<file path="config.mk">
export PLATFORM = sky130hd
export DESIGN_NAME = intr_cause_ctrl
export DESIGN_NICKNAME = d
export VERILOG_FILES = /design/src/rtl/intr_pkg.sv /design/src/rtl/intr_gpi_detect.sv /design/src/rtl/intr_cause_reg.sv /design/src/rtl/intr_vec_slot.sv /design/src/rtl/intr_cause_ctrl.sv
export SDC_FILE = /design/constraint.sdc
export NUM_CORES = 1
export LEC_CHECK = 0
export CORE_ASPECT_RATIO = 0.7
export CORE_MARGIN = 8
export CORE_UTILIZATION = 65
export CTS_BUF_LIST = sky130_fd_sc_hd__clkbuf_4
export CTS_CLUSTER_SIZE = 28
export DETAILED_ROUTE_END_ITERATION = 7
export DONT_BUFFER_PORTS = 1
export PLACE_DENSITY = 0.9
export SLEW_MARGIN = 10
export SYNTH_ARGS = -nofsm -noshare
export SYNTH_HDL_FRONTEND = slang
export SYNTH_SLANG_ARGS = --single-unit
</file>
<file path="constraint.sdc">
create_clock -name clk_i -period 4.2 [get_ports clk_i]
set_input_delay 1.05 -clock clk_i [delete_from_list [all_inputs] [get_ports clk_i]]
set_output_delay 1.05 -clock clk_i [all_outputs]
set_load 0.02 [all_outputs]
</file>
<file path="src/rtl/intr_pkg.sv">
package intr_pkg;
  typedef enum logic [2:0] {
    A_CAUSE = 3'd0,
    A_SET   = 3'd1,
    A_EN    = 3'd2,
    A_PEND  = 3'd3,
    A_CTRL  = 3'd4,
    A_THR   = 3'd5
  } reg_addr_e;

  localparam int unsigned CTRL_ROUTE  = 0;
  localparam int unsigned CTRL_NARROW = 1;
  localparam int unsigned CTRL_IMM    = 2;
  localparam int unsigned CTRL_GPI    = 4;
endpackage

</file>
<file path="src/rtl/intr_gpi_detect.sv">
module intr_gpi_detect #(
  parameter int unsigned N = 4
) (
  input  logic         clk_i,
  input  logic         rst_ni,
  input  logic [N-1:0] pin_i,
  input  logic [N-1:0] is_in_i,
  input  logic [N-1:0] en_i,
  output logic [N-1:0] rise_o
);
  for (genvar k = 0; k < N; k++) begin : g_pin
    logic s1_q, s2_q, prev_q;
    always_ff @(posedge clk_i or negedge rst_ni) begin
      if (!rst_ni) begin
        s1_q   <= 1'b0;
        s2_q   <= 1'b0;
        prev_q <= 1'b0;
      end else begin
        s1_q   <= pin_i[k];
        s2_q   <= s1_q;
        prev_q <= s2_q;
      end
    end
    assign rise_o[k] = s2_q & ~prev_q & en_i[k] & is_in_i[k];

    p_rise_after_low_r11: assert property (@(posedge clk_i) disable iff (!rst_ni)
      rise_o[k] |-> !prev_q);
  end
endmodule

</file>
<file path="src/rtl/intr_cause_reg.sv">
module intr_cause_reg #(
  parameter int unsigned W  = 32,
  parameter int unsigned LO = 20,
  parameter int unsigned HI = 29
) (
  input  logic         clk_i,
  input  logic         rst_ni,
  input  logic [W-1:0] set_i,
  input  logic [W-1:0] wclr_i,
  input  logic         rdclr_i,
  input  logic         narrow_i,
  output logic [W-1:0] cause_o
);
  function automatic logic [W-1:0] range_mask();
    logic [W-1:0] m;
    m = '0;
    for (int i = LO; i <= HI; i++) m[i] = 1'b1;
    return m;
  endfunction

  localparam logic [W-1:0] RANGE = range_mask();

  logic [W-1:0] cause_q, rd_mask;

  always_comb begin
    rd_mask = '0;
    if (rdclr_i) rd_mask = narrow_i ? RANGE : '1;
  end

  always_ff @(posedge clk_i or negedge rst_ni) begin
    if (!rst_ni) cause_q <= '0;
    else         cause_q <= (cause_q & ~(wclr_i | rd_mask)) | set_i;
  end

  assign cause_o = cause_q;

  p_narrow_keep_r3: assert property (@(posedge clk_i) disable iff (!rst_ni)
    (rdclr_i && narrow_i && wclr_i == '0) |=>
      ((cause_q & ~RANGE & $past(cause_q & ~RANGE)) == $past(cause_q & ~RANGE)));

  p_full_clr_r2: assert property (@(posedge clk_i) disable iff (!rst_ni)
    (rdclr_i && !narrow_i && set_i == '0) |=> cause_q == '0);

  p_set_wins_r1: assert property (@(posedge clk_i) disable iff (!rst_ni)
    (set_i != '0) |=> ((cause_q & $past(set_i)) == $past(set_i)));
endmodule

</file>
<file path="src/rtl/intr_vec_slot.sv">
module intr_vec_slot #(
  parameter int unsigned THR_W = 8
) (
  input  logic             clk_i,
  input  logic             rst_ni,
  input  logic             trig_i,
  input  logic             sw_trig_i,
  input  logic             imm_i,
  input  logic             en_i,
  input  logic [THR_W-1:0] reload_i,
  input  logic             ack_i,
  input  logic             pclr_i,
  output logic             req_o,
  output logic             pend_o
);
  logic             req_q, pend_q, fire, t_zero;
  logic [THR_W-1:0] timer_q;

  assign t_zero = (timer_q == '0);
  // software trigger may skip the throttle when immediate mode is on
  assign fire = (trig_i | pend_q) & en_i & ~req_q & (t_zero | (sw_trig_i & imm_i));

  always_ff @(posedge clk_i or negedge rst_ni) begin
    if (!rst_ni) begin
      req_q   <= 1'b0;
      pend_q  <= 1'b0;
      timer_q <= '0;
    end else begin
      if (fire)       req_q <= 1'b1;
      else if (ack_i) req_q <= 1'b0;

      if (fire)        pend_q <= 1'b0;
      else if (trig_i) pend_q <= 1'b1;
      else if (pclr_i) pend_q <= 1'b0;

      if (fire)         timer_q <= reload_i;
      else if (!t_zero) timer_q <= timer_q - 1'b1;
    end
  end

  assign req_o  = req_q;
  assign pend_o = pend_q;

  p_req_hold_r6: assert property (@(posedge clk_i) disable iff (!rst_ni)
    (req_q && !ack_i) |=> req_q);

  p_ack_drop_r6: assert property (@(posedge clk_i) disable iff (!rst_ni)
    (req_q && ack_i) |=> !req_q);

  p_throttle_gate_r7: assert property (@(posedge clk_i) disable iff (!rst_ni)
    $rose(req_q) |-> ($past(t_zero) || $past(sw_trig_i && imm_i)));

  p_timer_load_r7: assert property (@(posedge clk_i) disable iff (!rst_ni)
    $rose(req_q) |-> timer_q == $past(reload_i));

  p_mask_pend_r9: assert property (@(posedge clk_i) disable iff (!rst_ni)
    (trig_i && !en_i) |=> (pend_q && !$rose(req_q)));
endmodule

</file>
<file path="src/rtl/intr_cause_ctrl.sv">
module intr_cause_ctrl
  import intr_pkg::*;
#(
  parameter int unsigned CAUSE_W  = 32,
  parameter int unsigned NUM_VEC  = 20,
  parameter int unsigned NUM_GPI  = 4,
  parameter int unsigned THR_W    = 8,
  parameter int unsigned OTHER_LO = 20,
  parameter int unsigned OTHER_HI = 29,
  parameter int unsigned GPI_BASE = 24
) (
  input  logic               clk_i,
  input  logic               rst_ni,
  input  logic               reg_wr_i,
  input  logic               reg_rd_i,
  input  logic [2:0]         reg_addr_i,
  input  logic [CAUSE_W-1:0] reg_wdata_i,
  output logic [CAUSE_W-1:0] reg_rdata_o,
  input  logic [CAUSE_W-1:0] cause_i,
  input  logic [NUM_GPI-1:0] gpi_i,
  input  logic [NUM_GPI-1:0] gpi_in_dir_i,
  input  logic [NUM_VEC-1:0] vec_ack_i,
  output logic [NUM_VEC-1:0] vec_req_o
);
  localparam int unsigned CTRL_W = CTRL_GPI + NUM_GPI;
  localparam int unsigned LAST_V = NUM_VEC - 1;

  logic [CTRL_W-1:0]  ctrl_q;
  logic [NUM_VEC-1:0] en_q, pend, pclr, vtrig, vsw;
  logic [THR_W-1:0]   thr_q;
  logic [NUM_GPI-1:0] gpi_rise;
  logic [CAUSE_W-1:0] cause, sw_set, hw_set, wclr;
  logic               route, narrow, imm, rdclr;

  assign route  = ctrl_q[CTRL_ROUTE];
  assign narrow = ctrl_q[CTRL_NARROW];
  assign imm    = ctrl_q[CTRL_IMM];

  always_ff @(posedge clk_i or negedge rst_ni) begin
    if (!rst_ni) begin
      ctrl_q <= '0;
      en_q   <= '0;
      thr_q  <= '0;
    end else if (reg_wr_i) begin
      case (reg_addr_i)
        A_CTRL:  ctrl_q <= reg_wdata_i[CTRL_W-1:0];
        A_EN:    en_q   <= reg_wdata_i[NUM_VEC-1:0];
        A_THR:   thr_q  <= reg_wdata_i[THR_W-1:0];
        default: ;
      endcase
    end
  end

  intr_gpi_detect #(.N(NUM_GPI)) u_gpi (
    .clk_i   (clk_i),
    .rst_ni  (rst_ni),
    .pin_i   (gpi_i),
    .is_in_i (gpi_in_dir_i),
    .en_i    (ctrl_q[CTRL_W-1:CTRL_GPI]),
    .rise_o  (gpi_rise)
  );

  assign sw_set = (reg_wr_i && reg_addr_i == A_SET)   ? reg_wdata_i : '0;
  assign wclr   = (reg_wr_i && reg_addr_i == A_CAUSE) ? reg_wdata_i : '0;
  assign pclr   = (reg_wr_i && reg_addr_i == A_PEND)  ? reg_wdata_i[NUM_VEC-1:0] : '0;
  assign rdclr  = reg_rd_i && reg_addr_i == A_CAUSE;
  assign hw_set = cause_i | (CAUSE_W'(gpi_rise) << GPI_BASE);

  intr_cause_reg #(.W(CAUSE_W), .LO(OTHER_LO), .HI(OTHER_HI)) u_cause (
    .clk_i    (clk_i),
    .rst_ni   (rst_ni),
    .set_i    (hw_set | sw_set),
    .wclr_i   (wclr),
    .rdclr_i  (rdclr),
    .narrow_i (narrow),
    .cause_o  (cause)
  );

  function automatic int unsigned vec_of(int unsigned c, logic per_vec);
    if (!per_vec)   return 0;
    if (c < LAST_V) return c;
    return LAST_V;
  endfunction

  always_comb begin
    vtrig = '0;
    vsw   = '0;
    for (int unsigned c = 0; c < CAUSE_W; c++) begin
      if (hw_set[c] | sw_set[c]) vtrig[vec_of(c, route)] = 1'b1;
      if (sw_set[c])             vsw[vec_of(c, route)]   = 1'b1;
    end
  end

  for (genvar v = 0; v < NUM_VEC; v++) begin : g_vec
    intr_vec_slot #(.THR_W(THR_W)) u_slot (
      .clk_i     (clk_i),
      .rst_ni    (rst_ni),
      .trig_i    (vtrig[v]),
      .sw_trig_i (vsw[v]),
      .imm_i     (imm),
      .en_i      (en_q[v]),
      .reload_i  (thr_q),
      .ack_i     (vec_ack_i[v]),
      .pclr_i    (pclr[v]),
      .req_o     (vec_req_o[v]),
      .pend_o    (pend[v])
    );
  end

  always_comb begin
    reg_rdata_o = '0;
    case (reg_addr_i)
      A_CAUSE: reg_rdata_o = cause;
      A_EN:    reg_rdata_o[NUM_VEC-1:0] = en_q;
      A_PEND:  reg_rdata_o[NUM_VEC-1:0] = pend;
      A_CTRL:  reg_rdata_o[CTRL_W-1:0]  = ctrl_q;
      A_THR:   reg_rdata_o[THR_W-1:0]   = thr_q;
      default: ;
    endcase
  end

  p_single_vec_r5: assert property (@(posedge clk_i) disable iff (!rst_ni)
    !route |=> ((vec_req_o[NUM_VEC-1:1] & ~$past(vec_req_o[NUM_VEC-1:1])) == '0));

  p_pend_w1c_r10: assert property (@(posedge clk_i) disable iff (!rst_ni)
    (pclr != '0 && vtrig == '0) |=> ((pend & $past(pclr)) == '0));
endmodule

</file>
## After elaboration in Yosys (flattened, before gate mapping)

Index checks and enable logic that the tools add are counted.

- Bits in registers: 280
- Bits in latches: 0
- Bits in writable memories: 0
- ROM bits: 0
- Input port bits: 99
- Word-level logic and storage cells: 1284
- Memories kept: 0

- Add/subtract/negate cells: 20
- Multipliers: 0
- Div/mod/pow operators: 0
- Order comparisons: 128
- Eq/ne operators: 25
- Shift-type cells: 0
- Muxes and demuxes: 647
- Bitwise operators: 256
- Reductions and logical operators: 132

Operators by type and width:

| operator | count |
|---|---|
| $mux 32 | 68 |
| $ge 32x1->1 const B | 64 |
| $lt 32x6->1 const B | 64 |
| $mux 20 | 65 |
| $or 20x20->20 | 62 |
| $mux 5 | 96 |
| $demux 1 s5 | 64 |
| $mux 8 | 40 |
| $mux 1 | 307 |
| $logic_not 8->1 | 20 |
| $sub 8x1->8 const B | 20 |
| $or 32x32->32 | 3 |
| $and 1x1->1 | 92 |
| $or 1x1->1 | 72 |
| $logic_and 1x1->1 | 68 |
| $reduce_bool 3->1 | 20 |
| $ne 2x1->1 const B | 20 |
| $pmux 8 s5 | 1 |
| $reduce_bool 2->1 | 20 |
| $pmux 12 s3 | 1 |
| $and 32x32->32 | 1 |
| $not 32->32 | 1 |
| $or 32x28->32 | 1 |
| $not 1->1 | 24 |
| other kinds (7) | 14 |

## Logic depth before layout (Yosys ltp)

Gate-level depths: netlist (run 1).

- Word-level depth: 84
- Depth in mapped cells: 10

## Hierarchy

From an unflattened synthesis (run 1), not the netlist that was laid out.

- Cell total of the unflattened synthesis: 1863
- Area total of the unflattened synthesis: 17474.3 µm²

Modules (own cells, without submodules):

| module | instances | cells each | area each (µm²) | sequential area each (µm²) |
|---|---|---|---|---|
| intr_vec_slot (g_vec[0].u_slot ...) | 19 | 70 | 636.9 | 250.2 |
| intr_cause_ctrl | 1 | 356 | 3198.1 | 900.9 |
| intr_cause_reg | 1 | 100 | 1232.4 | 800.8 |
| intr_vec_slot (g_vec[5].u_slot) | 1 | 61 | 603.1 | 250.2 |
| intr_gpi_detect | 1 | 16 | 340.3 | 300.3 |

## Worst setup path before layout (run 1)

No wires, ideal clock.

- Path type: input -> output
- Start point: in reg_addr_i[0]
- End point: out reg_rdata_o[4]
- Arrival time: 2505 ps
- Setup slack: 645 ps
- Stages on the path: 5
- Path buffers: 3
- Path through: clkbuf_1 > clkbuf_1 > buf_1 > mux2i_1 > o221ai_1

- Cells in the longest elaborated chain, start to end: 2
- Elaborated cells on any way between the ends: 6

RTL lines:

| element | RTL line | text |
|---|---|---|
| start, declared | intr_cause_ctrl.sv:16 | `input logic [2:0] reg_addr_i,` |
| $eq 3x3->1, or another cell as far along | intr_cause_ctrl.sv:112 | `case (reg_addr_i)` |
| $pmux 8 s5 (*) | intr_cause_ctrl.sv:112 |  |
| end, declared | intr_cause_ctrl.sv:18 | `output logic [CAUSE_W-1:0] reg_rdata_o,` |

Every way passes the cells marked *; elsewhere a longest branch is shown, timed or not.

## Worst setup path after layout (run 1)

- Start point: in reg_addr_i[1]
- End point: out reg_rdata_o[4]

The elaborated chain is that of the path after synthesis.

==> summary.json, run 1 <==
{
  "drt": {
    "detail-route-antenna-nets": 0,
    "post-route-drc-count": 0,
    "dr.first_iter.drc_count": 1567,
    "vias": 12933,
    "detail_route.wl_per_cell_um": 22.8,
    "sum_of_routed_wire_length_over_all_layers_mm": 44.4,
    "avgViaCountPerCell": 6.63,
    "first_pass_iters": 6
  },
  "setup_path": {
    "worstReg2RegStart": "ctrl_q[0]",
    "critical_path_class": "input port to output port",
    "setup.worst_path.start": "reg_addr_i[1]",
    "timing.critical_path.required_ps": 3150,
    "cp-end-kind": "output port",
    "critical_path_fanout_max": 26,
    "timing.critical_path.from_type": "input port",
    "path_cells": "nor2_2, a22oi_1, o221ai_1",
    "critPathMaxStageDelay_ps": 630,
    "worst_ep_arrival_time_ps": 2360,
    "crit_path_top_delay_cell": "sky130_fd_sc_hd__o221ai_1"
  },
  "synth": {
    "syn-cell-area_um2": 15100,
    "syn-instance-count": 1598,
    "ys_ff_latch": 280,
    "synth_top_cells_by_area": "sky130_fd_sc_hd__dfrtp_1, sky130_fd_sc_hd__a211oi_1, sky130_fd_sc_hd__nor2_1",
    "yosys_warnings": 0,
    "post-synth-top-area-fraction_pct": 46.4,
    "synth.net_count": 1717,
    "postSynthAreaPerCell_um2": 9.46,
    "synth_common_cells": "sky130_fd_sc_hd__dfrtp_1, sky130_fd_sc_hd__nor2_1, sky130_fd_sc_hd__nand2_1, sky130_fd_sc_hd__a211oi_1, sky130_fd_sc_hd__o21ai_0",
    "seq_area_frac_synth_pct": 46.4,
    "synth_largest_area_cell": "sky130_fd_sc_hd__dfrtp_1",
    "synth_enable_flop_cells": 0,
    "async_flop_share_pct": 100,
    "yosys_most_used_dff": "sky130_fd_sc_hd__dfrtp_1",
    "synth.lib_cells_used.distinct": 63,
    "post-synth-top-count-cell": "sky130_fd_sc_hd__dfrtp_1"
  },
  "clocking": {
    "cts_max_level": 3,
    "cts.path.max_buffers": 3,
    "tritoncts.num_buffers": 69,
    "clock-sinks": 280,
    "clock_pin_slew_on_the_worst_setup_and_hold_paths_ps": 60,
    "cts_root_buf": "sky130_fd_sc_hd__clkbuf_4",
    "hold_buffers": 0,
    "tritoncts_clock_tree": "built",
    "clkLatencyLatePin_ps": 710,
    "post_cts_resized": 0,
    "postCtsSetupBuffers": 0
  },
  "global_routing": {
    "grt_overflow_total": 0,
    "pin_count_of_the_biggest_net_entering_global_routing": 281,
    "grt_pass1_wl_mm": 69.2,
    "vias_in_the_first_global_route": 12664,
    "groute.usage.overall_pct": 31.1,
    "number_of_antenna_violations_at_the_first_check_in_global_routing": 2
  },
  "power_and_ir_drop": {
    "peakVddDrop_mv": 0.324,
    "power.static_leakage_nw": 6.88,
    "power_density_nw_per_um2": 599
  },
  "die": {
    "die_x_um": 198,
    "floorplan.initialDensity_pct": 66.5,
    "design.die.area_um2": 28500,
    "rows": 46,
    "pin_count": 151,
    "floorplan.die.height_um": 144,
    "core_area_um2": 22700
  },
  "timing": {
    "worst-slew-pin-transition_ps": 1200,
    "final_max_slew_viol_count": 0,
    "grt_setup_unrepaired": "no",
    "final.setup.worst_slack_ps": 792,
    "maxSlewHeadroom_pct": 19.6,
    "setup_total_neg_slack_ps": 0,
    "hold_violation_total_from_the_final_report": 0,
    "setup_violations": 0,
    "timing.clock.skew_ps": 48.0,
    "finalCritPeriodShare_pct": 81.1,
    "final.min_clock_period_ps": 3410,
    "maxClockFrequency_mhz": 293
  },
  "placement": {
    "numPlacedInstances": 1827,
    "place.gp.congestion": 0.937,
    "dpl.hpwl_mm": 29.7,
    "buffers_on_ports": 0,
    "placement.setup.worst_slack_ps": 689
  },
  "status": {
    "outcome": "completed"
  },
  "run": {
    "max_cap_violations": 0
  },
  "layout": {
    "final_layout_size_suffix_gt1_share_pct": 11.2,
    "area_delta_synth_final_pct": 5.89,
    "fin_nets": 1707,
    "layout.cells.non_filler": 1950
  },
  "worst_hold_path": {
    "holdCritPathClass": "input port to asynchronous set/reset pin"
  }
}
==> per-stage QoR <==
stage	power, mW	area (µm²)	utilization (%)	hold slack, ps
finish	9.59	16000	70.4	53.2
global route	10.2	16000	70.4	4.24
CTS	9.54	16000	70.2	5.01
detailed placement	7.29	15100	66.6	335
global placement	7.04	15100	66.6	335
floorplan	6.55	15100	-	331
==> layer usage <==
metal / share of wire, % / GRT usage (%) / vias up
li1: - / - / 5756
met1: 39 / 40.8 / 6246
met2: 44 / 45.9 / 804
met3: 14 / 11.8 / 127
met4: 3.6 / 12.9 / 0
met5: 0 / 0 / -
==> worst max-delay path, delay by kind of cell <==
family             cells  cell delay (ps)
and+or+nand+nor        1              470
AOI/OAI and AO/OA      2              830
==> final timing paths <==
path                                                    end  slack [ps]  cells past startpoint
worst max register to register   g_vec[1].u_slot.timer_q[5]        1450                      6
worst min register to register          u_gpi.g_pin[3].s2_q         350                      0
worst max-delay path                         reg_rdata_o[4]         790                      3
worst min-delay path            g_vec[13].u_slot.timer_q[6]          50                      0
max in group asynchronous       g_vec[16].u_slot.timer_q[3]        3230                      1
min in group clk_i                      u_gpi.g_pin[3].s2_q         350                      0
==> final cells by class <==
cell class | instances | area, µm²
tap | 312 | 390
clock buffer | 95 | 713
sequential | 280 | 7010
clock inverter | 24 | 119
timing repair buffer | 17 | 143
fill | 1679 | 6730
antenna | 2 | 5.00
inverter | 76 | 285
multi-input combinational | 1144 | 7340
==> placed cells by master, fill, tap and decap left out, types with 4 or more instances in the layout <==
| cell type | synthesis | layout |
|---|---|---|
| sky130_fd_sc_hd__a221o_1 | 5 | 5 |
| sky130_fd_sc_hd__nor4_1 | 11 | 11 |
| sky130_fd_sc_hd__a22oi_1 | 56 | 56 |
| sky130_fd_sc_hd__a21oi_1 | 64 | 64 |
| sky130_fd_sc_hd__clkinv_1 | 0 | 18 |
| sky130_fd_sc_hd__and3_1 | 19 | 19 |
| sky130_fd_sc_hd__o21ai_0 | 89 | 89 |
| sky130_fd_sc_hd__xnor2_1 | 33 | 33 |
| sky130_fd_sc_hd__o22ai_1 | 4 | 4 |
| sky130_fd_sc_hd__ha_1 | 20 | 20 |
| sky130_fd_sc_hd__or3_1 | 44 | 44 |
| sky130_fd_sc_hd__o211ai_1 | 40 | 40 |
| sky130_fd_sc_hd__xor2_1 | 60 | 60 |
| sky130_fd_sc_hd__nand2_1 | 126 | 126 |
| sky130_fd_sc_hd__nand3_1 | 44 | 44 |
| sky130_fd_sc_hd__a2bb2oi_1 | 19 | 19 |
| sky130_fd_sc_hd__dfrtp_1 | 280 | 280 |
| sky130_fd_sc_hd__a22o_1 | 11 | 11 |
| sky130_fd_sc_hd__mux2_2 | 46 | 46 |
| sky130_fd_sc_hd__inv_1 | 76 | 76 |
| sky130_fd_sc_hd__and2_1 | 21 | 21 |
| sky130_fd_sc_hd__clkbuf_4 | 0 | 95 |
| sky130_fd_sc_hd__mux2i_1 | 15 | 15 |
| sky130_fd_sc_hd__o221ai_1 | 4 | 4 |
| sky130_fd_sc_hd__nor3_1 | 40 | 40 |
| sky130_fd_sc_hd__o21bai_1 | 18 | 18 |
| sky130_fd_sc_hd__nor2b_1 | 20 | 20 |
| sky130_fd_sc_hd__a211oi_1 | 90 | 90 |
| sky130_fd_sc_hd__nor3b_1 | 9 | 8 |
| sky130_fd_sc_hd__nor2_1 | 165 | 163 |
| sky130_fd_sc_hd__buf_4 | 21 | 15 |
| sky130_fd_sc_hd__or4_1 | 22 | 22 |
| sky130_fd_sc_hd__or3b_2 | 11 | 11 |
==> where the power goes <==
| part | switching, mW | leakage (nW) | internal [mW] | total, mW |
|---|---|---|---|---|
| registers | 0.841 | 3.23 | 3.63 | 4.47 |
| clock network | 1.14 | 0.500 | 1.11 | 2.25 |
| logic | 1.51 | 3.15 | 1.35 | 2.86 |
| total | 3.49 | 6.88 | 6.09 | 9.59 |
==> logic make-up after synthesis <==
family | Yosys count | share of synthesized area [%]
xor+xnor | 93 | 5.39
mux | 61 | 4.42
fa+ha+maj | 20 | 1.66
buf+inv | 174 | 5.13
flops | 280 | 46.4
simple gates | 551 | 18.2
compound gates | 419 | 18.8
==> flip-flops by register name (all words and copies together) (netlist names) <==
register	flops
en_q	20
g_vec.u_slot.pend_o	20
g_vec.u_slot.req_o	20
u_cause.cause_o	32
u_gpi.g_pin.s1_q	4
thr_q	8
ctrl_q	8
u_gpi.g_pin.prev_q	4
g_vec.u_slot.timer_q	160
u_gpi.g_pin.s2_q	4
(Power assumes the default switching activity.)
==> run 2: changes to the inputs <==
CORE_UTILIZATION = 60   (was 65)
PLACE_DENSITY = 0.88   (was 0.9)
clock period = 3.05 ns   (was 4.2 ns; I/O delays follow)
==> run 2 against run 1 <==
The run now ends with hold timing left. Die area increased by 7.5%. Critical path depth increased by 1. Clock power increased by 34%. Register-to-register slack got worse by 1000 ps. Sequential share of layout area decreased by 0.59 points. Largest power group unchanged. Highest routed layer is now met5.
==> summary.json, run 2 (synthesized netlist as in run 1, its figures left out) <==
{
  "power_and_ir_drop": {
    "power.combinational.fraction": {"value": 30.5, "unit": "%", "change": "+0.7 points"},
    "p_total": {"value": 13.2, "unit": "mW", "change": "+37%"},
    "power.share.switching": {"value": 36.3, "unit": "%", "change": "-0.15 points"},
    "clkPwrFrac": {"value": 22.8, "unit": "%", "change": "-0.7 points"},
    "power.static_leakage": {"value": 7.03, "unit": "nW", "change": "+2.2%"},
    "power_density": {"value": 811, "unit": "nW/µm²", "change": "+35%"},
    "power.net_switching": {"value": 4.78, "unit": "mW", "change": "+37%"},
    "share_seq_of_total_power": {"value": 46.7, "unit": "%", "change": "about the same"},
    "internal_power_contribution": {"value": 8.38, "unit": "mW", "change": "+38%"},
    "peakVddDrop": {"value": 0.551, "unit": "mV", "change": "+70%"}
  },
  "setup_path": {
    "cp-end-kind": "output port",
    "timing.critical_path.required": {"value": 2290, "unit": "ps", "change": "-860 ps"},
    "worstReg2RegStart": "g_vec[4].u_slot.timer_q[0]",
    "worstSetupEndpoint": "reg_rdata_o[1]",
    "r2r_end": "g_vec[4].u_slot.timer_q[5]",
    "critical_path_class": "register to output port",
    "timing.reg2reg.worst_path_depth": {"value": 8, "change": "+2"},
    "setup.worst_path.start": "en_q[1]",
    "worst_ep_arrival_time": {"value": 1980, "unit": "ps", "change": "-380 ps"},
    "critical_path_fanout_max": {"value": 3, "change": "-88%"},
    "ff2ff_setup_slack": {"value": 430, "unit": "ps", "change": "-1020 ps"},
    "timing.critical_path.from_type": "register"
  },
  "clocking": {
    "clock_pin_slew_on_the_worst_setup_and_hold_paths": {"value": 80, "unit": "ps", "change": "+20 ps"},
    "tritoncts_clock_tree": "built",
    "cts_max_level": {"value": 3, "change": "unchanged"},
    "cts.path.max_buffers": {"value": 3, "change": "unchanged"},
    "clock-sinks": {"value": 280, "change": "unchanged"},
    "cts_root_buf": "sky130_fd_sc_hd__clkbuf_4",
    "clkLatencyLatePin": {"value": 720, "unit": "ps", "change": "about the same"},
    "tritoncts.num_buffers": {"value": 68, "change": "-1.4%"}
  },
  "layout": {
    "area_delta_synth_final_pct": 7.33,
    "inserted_diodes": {"value": 0, "change": "-2"},
    "mostFrequentLayoutCell": "sky130_fd_sc_hd__dfrtp_1",
    "largest-register": "g_vec.u_slot.timer_q",
    "most-common-layout-cells": "sky130_fd_sc_hd__dfrtp_1, sky130_fd_sc_hd__nor2_1, sky130_fd_sc_hd__nand2_1",
    "final_layout_size_suffix_gt1_share": {"value": 13.0, "unit": "%", "change": "+1.7 points"},
    "fin_nets": {"value": 1739, "change": "+1.9%"},
    "layout.cell_area.non_filler": {"value": 16200, "unit": "µm²", "change": "+1.4%"},
    "largest_register_ffs": {"value": 160, "change": "unchanged"}
  },
  "run": {
    "max_cap_violations": {"value": 0, "change": "unchanged"}
  },
  "timing": {
    "worst-slew-pin-transition": {"value": 850, "unit": "ps", "change": "-355 ps"},
    "final.min_clock_period_ps": 2740,
    "final_max_slew_viol_count": {"value": 0, "change": "unchanged"},
    "timing.clock.skew": {"value": 50.6, "unit": "ps", "change": "+2.65 ps"},
    "maxSlewHeadroom": {"value": 43.3, "unit": "%", "change": "+24 points"},
    "hold_violation_total_from_the_final_report": {"value": 280, "change": "+280"},
    "setup_total_neg_slack": {"value": 0, "unit": "ps", "change": "unchanged"},
    "grt_setup_unrepaired": "no",
    "maxClockFrequency_mhz": 364,
    "finalCritPeriodShare_pct": 90.0,
    "hold_slack": {"value": -229, "unit": "ps", "change": "-282 ps"},
    "setup_violations": {"value": 0, "change": "unchanged"}
  },
  "global_routing": {
    "grt_pass1_wl": {"value": 68.5, "unit": "mm", "change": "-1.1%"},
    "groute.usage.overall": {"value": 28.4, "unit": "%", "change": "-2.7 points"},
    "vias_in_the_first_global_route": {"value": 12609, "change": "-0.43%"},
    "pin_count_of_the_biggest_net_entering_global_routing": {"value": 281, "change": "unchanged"},
    "number_of_antenna_violations_at_the_first_check_in_global_routing": {"value": 3, "change": "+1"},
    "grt_overflow_total": {"value": 0, "change": "unchanged"}
  },
  "die": {
    "rows": {"value": 48, "change": "+4.3%"},
    "floorplan.initialDensity": {"value": 61.2, "unit": "%", "change": "-5.2 points"},
    "core_area": {"value": 24700, "unit": "µm²", "change": "+8.6%"},
    "floorplan.die.height": {"value": 149, "unit": "µm", "change": "+3.6%"},
    "design.die.area": {"value": 30600, "unit": "µm²", "change": "+7.5%"},
    "pin_count": {"value": 151, "change": "unchanged"},
    "die_x": {"value": 206, "unit": "µm", "change": "+3.8%"}
  },
  "drt": {
    "first_pass_iters": {"value": 6, "change": "unchanged"},
    "avgViaCountPerCell": {"value": 6.54, "change": "-1.4%"},
    "vias": {"value": 12995, "change": "+0.48%"},
    "post-route-drc-count": {"value": 0, "change": "unchanged"},
    "dr.first_iter.drc_count": {"value": 1385, "change": "-12%"},
    "detail_route.wl_per_cell": {"value": 22.1, "unit": "µm", "change": "-2.9%"},
    "sum_of_routed_wire_length_over_all_layers": {"value": 44.0, "unit": "mm", "change": "-0.97%"},
    "detail-route-antenna-nets": {"value": 0, "change": "unchanged"}
  },
  "placement": {
    "place.gp.congestion": {"value": 0.912, "change": "-2.7%"},
    "placed_area": {"value": 15400, "unit": "µm²", "change": "+1.9%"},
    "dpl.hpwl": {"value": 29.9, "unit": "mm", "change": "+0.57%"},
    "buffers_on_ports": {"value": 0, "change": "unchanged"}
  },
  "status": {
    "violated_checks": "hold timing",
    "outcome": "complete, but fails checks"
  },
  "worst_hold_path": {
    "holdCritPathClass": "input port to asynchronous set/reset pin"
  }
}
-- run 2: cell types whose count changed in the layout (fill, tap and decap cells not counted) --
| cell | delta |
|---|---|
| sky130_fd_sc_hd__buf_4 | +34 |
| sky130_fd_sc_hd__clkbuf_4 | -5 |
| sky130_fd_sc_hd__clkinv_1 | -4 |
| sky130_fd_sc_hd__clkinv_2 | +2 |
| sky130_fd_sc_hd__diode_2 | -2 |
| sky130_fd_sc_hd__dlygate4sd3_1 | -1 |
| sky130_fd_sc_hd__inv_2 | +1 |
-- run 2: layout make-up --
| class | instances | area (µm²) |
|---|---|---|
| clock buffers | 90 | 676 |
| clock inverters | 23 | 118 |
| fillers | 1871 | 8460 |
| inverters | 76 | 285 |
| multi-input cells | 1144 | 7340 |
| flip-flops and latches | 280 | 7010 |
| well taps | 325 | 407 |
| repair buffers | 50 | 388 |
-- run 2: what timing repair did --
item                                   in CTS  in global routing
buffers inserted                            0                  0
endpoints found under the hold margin     280                280
resized for setup                           0                  0
setup endpoints to repair                   0                  0
-- run 2: routing by layer --
layer,up-vias,GRT usage [%],wire [µm]
li1,5822,-,-
met1,6251,38.0,17600
met2,779,42.0,19000
met3,137,10.2,5860
met4,6,10.7,1490
met5,-,0,38
-- run 2: worst max-delay path, cell delays in order, from the launching register on --
cell and delay [ps]:
sky130_fd_sc_hd__dfrtp_1 400, sky130_fd_sc_hd__mux2_2 270, sky130_fd_sc_hd__a22oi_1 210, sky130_fd_sc_hd__o22ai_1 170, sky130_fd_sc_hd__buf_4 200
-- run 2: power by group through the flow --
| stage | clock network [mW] | registers [mW] | logic (mW) |
|---|---|---|---|
| finish | 3.01 | 6.14 | 4.01 |
| global route | 3.25 | 6.29 | 4.45 |
| CTS | 3.05 | 6.10 | 3.97 |
| detailed placement | 0 | 6.14 | 3.97 |
| global placement | 0 | 6.08 | 3.70 |
| floorplan | 0 | 5.83 | 3.19 |
-- run 2: how the worst min path moves through the flow --
stage                        startpoint                           to  slack (ps)  depth (start not counted)
global placement    u_gpi.g_pin[3].s1_q          u_gpi.g_pin[3].s2_q         330                          0
finish                           rst_ni  g_vec[10].u_slot.timer_q[2]        -230                          0
floorplan           u_gpi.g_pin[0].s1_q          u_gpi.g_pin[0].s2_q         330                          0
CTS                              rst_ni   g_vec[9].u_slot.timer_q[1]        -290                          0
global route                     rst_ni   g_vec[6].u_slot.timer_q[0]        -280                          0
detailed placement  u_gpi.g_pin[2].s1_q          u_gpi.g_pin[2].s2_q         330                          0
-- run 2: metrics by stage --
stage	hold slack [ps]	setup WS, ps	util (%)	cells
global placement	333	199	62.5	1875
floorplan	331	69.9	-	1598
finish	-229	306	65.7	1988
global route	-285	141	65.7	1988
detailed placement	335	178	62.5	1875
CTS	-291	330	65.7	1988
==> run 3: changes to the inputs <==
CORE_UTILIZATION = 51   (was 60)
PLACE_DENSITY = 0.78   (was 0.88)
==> run 3 against run 2 <==
The run still ends with hold timing left. Non-clock buffer count increased by 6. Worst setup slack got worse by 130 ps. Register-to-register slack worse by 20 ps. Via count shrank 0.63%. Clock skew rose by 0.85 ps. Critical path depth is 4 higher. Combinational power is essentially flat. Maximum frequency decreased by 4.4%. Sequential power barely moved. Die area rose by 16%. Final cell count up 3.6%. Sequential share of layout area down 0.67 points. Critical path type is now input port to register. Critical endpoint is now g_vec[0].u_slot.timer_q[3]. Largest power group unchanged.
==> summary.json, run 3 (synthesized netlist as in run 1, its figures left out) <==
{
  "status": {
    "outcome": "complete, but fails checks",
    "violated_checks": "hold timing"
  },
  "run": {
    "max_cap_violations": {"value": 0, "change": "unchanged"}
  },
  "setup_path": {
    "ff2ff_setup_slack": {"value": 410, "unit": "ps", "change": "-20 ps"},
    "critPathMaxStageDelay": {"value": 940, "unit": "ps", "change": "+540 ps"},
    "r2r_end": "g_vec[4].u_slot.timer_q[5]",
    "cp.depth": {"value": 8, "change": "+4"},
    "timing.critical_path.required": {"value": 3730, "unit": "ps", "change": "+1440 ps"},
    "top_delay_family_on_crit_path": "simple AND/OR/NAND/NOR gates",
    "timing.critical_path.from_type": "input port",
    "critical_path_class": "input port to register",
    "crit_path_top_delay_cell": "sky130_fd_sc_hd__nor4_1",
    "path_cells": "nor4_1, nand4_1, buf_4, o31a_1, nor4_4, or2_1, buf_4, mux2i_1",
    "worst-path-buf-inv": {"value": 2, "change": "+1"},
    "worstReg2RegStart": "g_vec[4].u_slot.timer_q[0]",
    "worst_path_most_repeated_cell": "sky130_fd_sc_hd__buf_4",
    "critical_path_fanout_max": {"value": 6, "change": "+3"},
    "timing.reg2reg.worst_path_depth": {"value": 8, "change": "unchanged"},
    "worst_ep_arrival_time": {"value": 3550, "unit": "ps", "change": "+1570 ps"},
    "cp-end-kind": "register"
  },
  "power_and_ir_drop": {
    "power.net_switching": {"value": 4.83, "unit": "mW", "change": "+1.1%"},
    "clkPwrFrac": {"value": 25.1, "unit": "%", "change": "+2.3 points"},
    "power.combinational.fraction": {"value": 29.5, "unit": "%", "change": "-1.0 points"},
    "power.share.switching": {"value": 35.7, "unit": "%", "change": "-0.57 points"},
    "power.static_leakage": {"value": 7.13, "unit": "nW", "change": "+1.4%"},
    "peakVddDrop": {"value": 0.429, "unit": "mV", "change": "-22%"},
    "power_density": {"value": 820, "unit": "nW/µm²", "change": "+1.1%"},
    "share_seq_of_total_power": {"value": 45.4, "unit": "%", "change": "-1.3 points"},
    "internal_power_contribution": {"value": 8.68, "unit": "mW", "change": "+3.6%"}
  },
  "timing": {
    "hold_slack": {"value": -289, "unit": "ps", "change": "-60.1 ps"},
    "maxClockFrequency": {"value": 348, "unit": "MHz", "change": "-4.4%"},
    "worst-slew-pin-transition": {"value": 1140, "unit": "ps", "change": "+287 ps"},
    "grt_setup_unrepaired": "no",
    "maxSlewHeadroom": {"value": 23.5, "unit": "%", "change": "-20 points"},
    "finalCritPeriodShare": {"value": 94.1, "unit": "%", "change": "+4.2 points"},
    "setup_violations": {"value": 0, "change": "unchanged"},
    "hold_violation_total_from_the_final_report": {"value": 280, "change": "unchanged"},
    "final.min_clock_period": {"value": 2870, "unit": "ps", "change": "+127 ps"},
    "timing.clock.skew": {"value": 51.5, "unit": "ps", "change": "+0.851 ps"},
    "final_max_slew_viol_count": {"value": 0, "change": "unchanged"}
  },
  "global_routing": {
    "vias_in_the_first_global_route": {"value": 12604, "change": "-0.040%"},
    "groute.usage.overall": {"value": 25.1, "unit": "%", "change": "-3.3 points"},
    "number_of_antenna_violations_at_the_first_check_in_global_routing": {"value": 4, "change": "+1"},
    "gr-usage-met2": {"value": 35.6, "unit": "%", "change": "-6.4 points"},
    "global_route.usage.met3": {"value": 10.4, "unit": "%", "change": "+0.13 points"},
    "grt_pass1_wl": {"value": 70.8, "unit": "mm", "change": "+3.3%"},
    "gr-usage-met1": {"value": 33.7, "unit": "%", "change": "-4.3 points"},
    "pin_count_of_the_biggest_net_entering_global_routing": {"value": 281, "change": "unchanged"},
    "gr-max-usage-layer": "met2",
    "grt_overflow_total": {"value": 0, "change": "unchanged"}
  },
  "placement": {
    "dpl.hpwl": {"value": 30.9, "unit": "mm", "change": "+3.4%"},
    "buffers_on_ports": {"value": 0, "change": "unchanged"},
    "place.gp.congestion": {"value": 0.885, "change": "-2.9%"}
  },
  "die": {
    "pin_count": {"value": 151, "change": "unchanged"},
    "die_x": {"value": 222, "unit": "µm", "change": "+7.8%"},
    "core_area": {"value": 29000, "unit": "µm²", "change": "+18%"},
    "floorplan.die.height": {"value": 160, "unit": "µm", "change": "+7.6%"},
    "floorplan.initialDensity": {"value": 52.1, "unit": "%", "change": "-9.1 points"},
    "design.die.area": {"value": 35500, "unit": "µm²", "change": "+16%"},
    "rows": {"value": 52, "change": "+8.3%"}
  },
  "layout": {
    "area_delta_synth_final_pct": 9.02,
    "final_layout_size_suffix_gt1_share": {"value": 13.6, "unit": "%", "change": "+0.58 points"},
    "mostFrequentLayoutCell": "sky130_fd_sc_hd__dfrtp_1",
    "largest-register": "g_vec.u_slot.timer_q",
    "final_core_util": {"value": 56.8, "unit": "%", "change": "-8.9 points"},
    "fin_nets": {"value": 1750, "change": "+0.63%"},
    "largest_register_ffs": {"value": 160, "change": "unchanged"},
    "most-common-layout-cells": "sky130_fd_sc_hd__dfrtp_1, sky130_fd_sc_hd__nor2_1, sky130_fd_sc_hd__nand2_1"
  },
  "drt": {
    "detail_route.wl_per_cell": {"value": 22.0, "unit": "µm", "change": "-0.42%"},
    "avgViaCountPerCell": {"value": 6.27, "change": "-4.1%"},
    "sum_of_routed_wire_length_over_all_layers": {"value": 45.4, "unit": "mm", "change": "+3.2%"},
    "post-route-drc-count": {"value": 0, "change": "unchanged"},
    "first_pass_iters": {"value": 5, "change": "-1"},
    "vias": {"value": 12913, "change": "-0.63%"},
    "detail-route-antenna-nets": {"value": 0, "change": "unchanged"},
    "dr.first_iter.drc_count": {"value": 1469, "change": "+6.1%"}
  },
  "clocking": {
    "cts.path.max_buffers": {"value": 3, "change": "unchanged"},
    "tritoncts.num_buffers": {"value": 73, "change": "+7.4%"},
    "tritoncts_clock_tree": "built",
    "clkLatencyLatePin": {"value": 760, "unit": "ps", "change": "+40 ps"},
    "clock_pin_slew_on_the_worst_setup_and_hold_paths": {"value": 70, "unit": "ps", "change": "about the same"},
    "cts_root_buf": "sky130_fd_sc_hd__clkbuf_4",
    "clock-sinks": {"value": 280, "change": "unchanged"},
    "post_cts_resized": {"value": 0, "change": "unchanged"},
    "cts_max_level": {"value": 3, "change": "unchanged"},
    "hold_buffers": 4
  },
  "worst_hold_path": {
    "holdCritPathClass": "input port to asynchronous set/reset pin"
  }
}
-- run 3: cell count changes in the layout (fill, tap and decap cells not counted), sizes merged --
| cell | change |
|---|---|
| buf | +2 |
| bufinv | +2 |
| clkbuf | +10 |
| diode | +2 |
| dlygate4sd3 | +4 |
| inv | -1 |
-- run 3: final cells by class --
class | instances | area, µm²
fill | 2527 | 12500
multi-input combinational | 1144 | 7340
sequential | 280 | 7010
clock buffer | 100 | 751
tap | 378 | 473
timing repair buffer | 56 | 443
inverter | 76 | 285
clock inverter | 24 | 173
antenna | 2 | 5.00
-- run 3: worst register-to-register path, stage by stage, from the launching register on --
cell	delay [ps]
sky130_fd_sc_hd__dfrtp_1	400
sky130_fd_sc_hd__inv_1	60
sky130_fd_sc_hd__ha_1	170
sky130_fd_sc_hd__or3b_2	480
sky130_fd_sc_hd__nor3_1	340
sky130_fd_sc_hd__nand2_1	160
sky130_fd_sc_hd__a21oi_1	570
sky130_fd_sc_hd__or4_1	230
sky130_fd_sc_hd__o211ai_1	80
-- run 3: timing repair --
item,4_1_cts,5_1_grt
setup buffers,0,0
setup endpoints to repair,0,0
endpoints found under the hold margin,284,280
-- run 3: how the worst max path moves through the flow --
stage                            endpoint  slack [ps]            from
3_5_place_dp   g_vec[0].u_slot.timer_q[3]        -310  reg_wdata_i[9]
2_1_floorplan              reg_rdata_o[4]          70   reg_addr_i[0]
4_1_cts                    reg_rdata_o[1]         270         en_q[1]
6_report       g_vec[0].u_slot.timer_q[3]         180  reg_wdata_i[9]
5_1_grt        g_vec[0].u_slot.timer_q[3]         180  reg_wdata_i[9]
3_3_place_gp   g_vec[0].u_slot.timer_q[7]        -260  reg_wdata_i[9]
-- run 3: metal layers --
layer / share of wire, % / wire, µm
met1: 42 / 19100
met5: 0.084 / 38
met4: 3.2 / 1460
met3: 13 / 5930
met2: 42 / 18900
-- run 3: per-stage QoR --
stage / area [µm²] / total power [mW] / setup slack, ps / TNS [ps] / cells
final: 16500 / 13.5 / 179 / 0 / 2060
after detailed placement: 15500 / 10.1 / -308 / -2670 / 1930
after global routing: 16500 / 14.4 / 178 / 0 / 2060
after global placement: 15500 / 9.80 / -261 / -2340 / 1930
after floorplan: 15100 / 9.01 / 69.9 / 0 / 1598
after CTS: 16500 / 13.5 / 271 / 0 / 2058
-- run 3: power groups by stage --
stage               Sequential [mW]  Clock (mW)  Combinational (mW)
floorplan                      5.83           0                3.19
global placement               6.08           0                3.72
detailed placement             6.13           0                3.94
CTS                            6.10        3.47                3.96
global route                   6.29        3.67                4.46
finish                         6.13        3.40                3.98
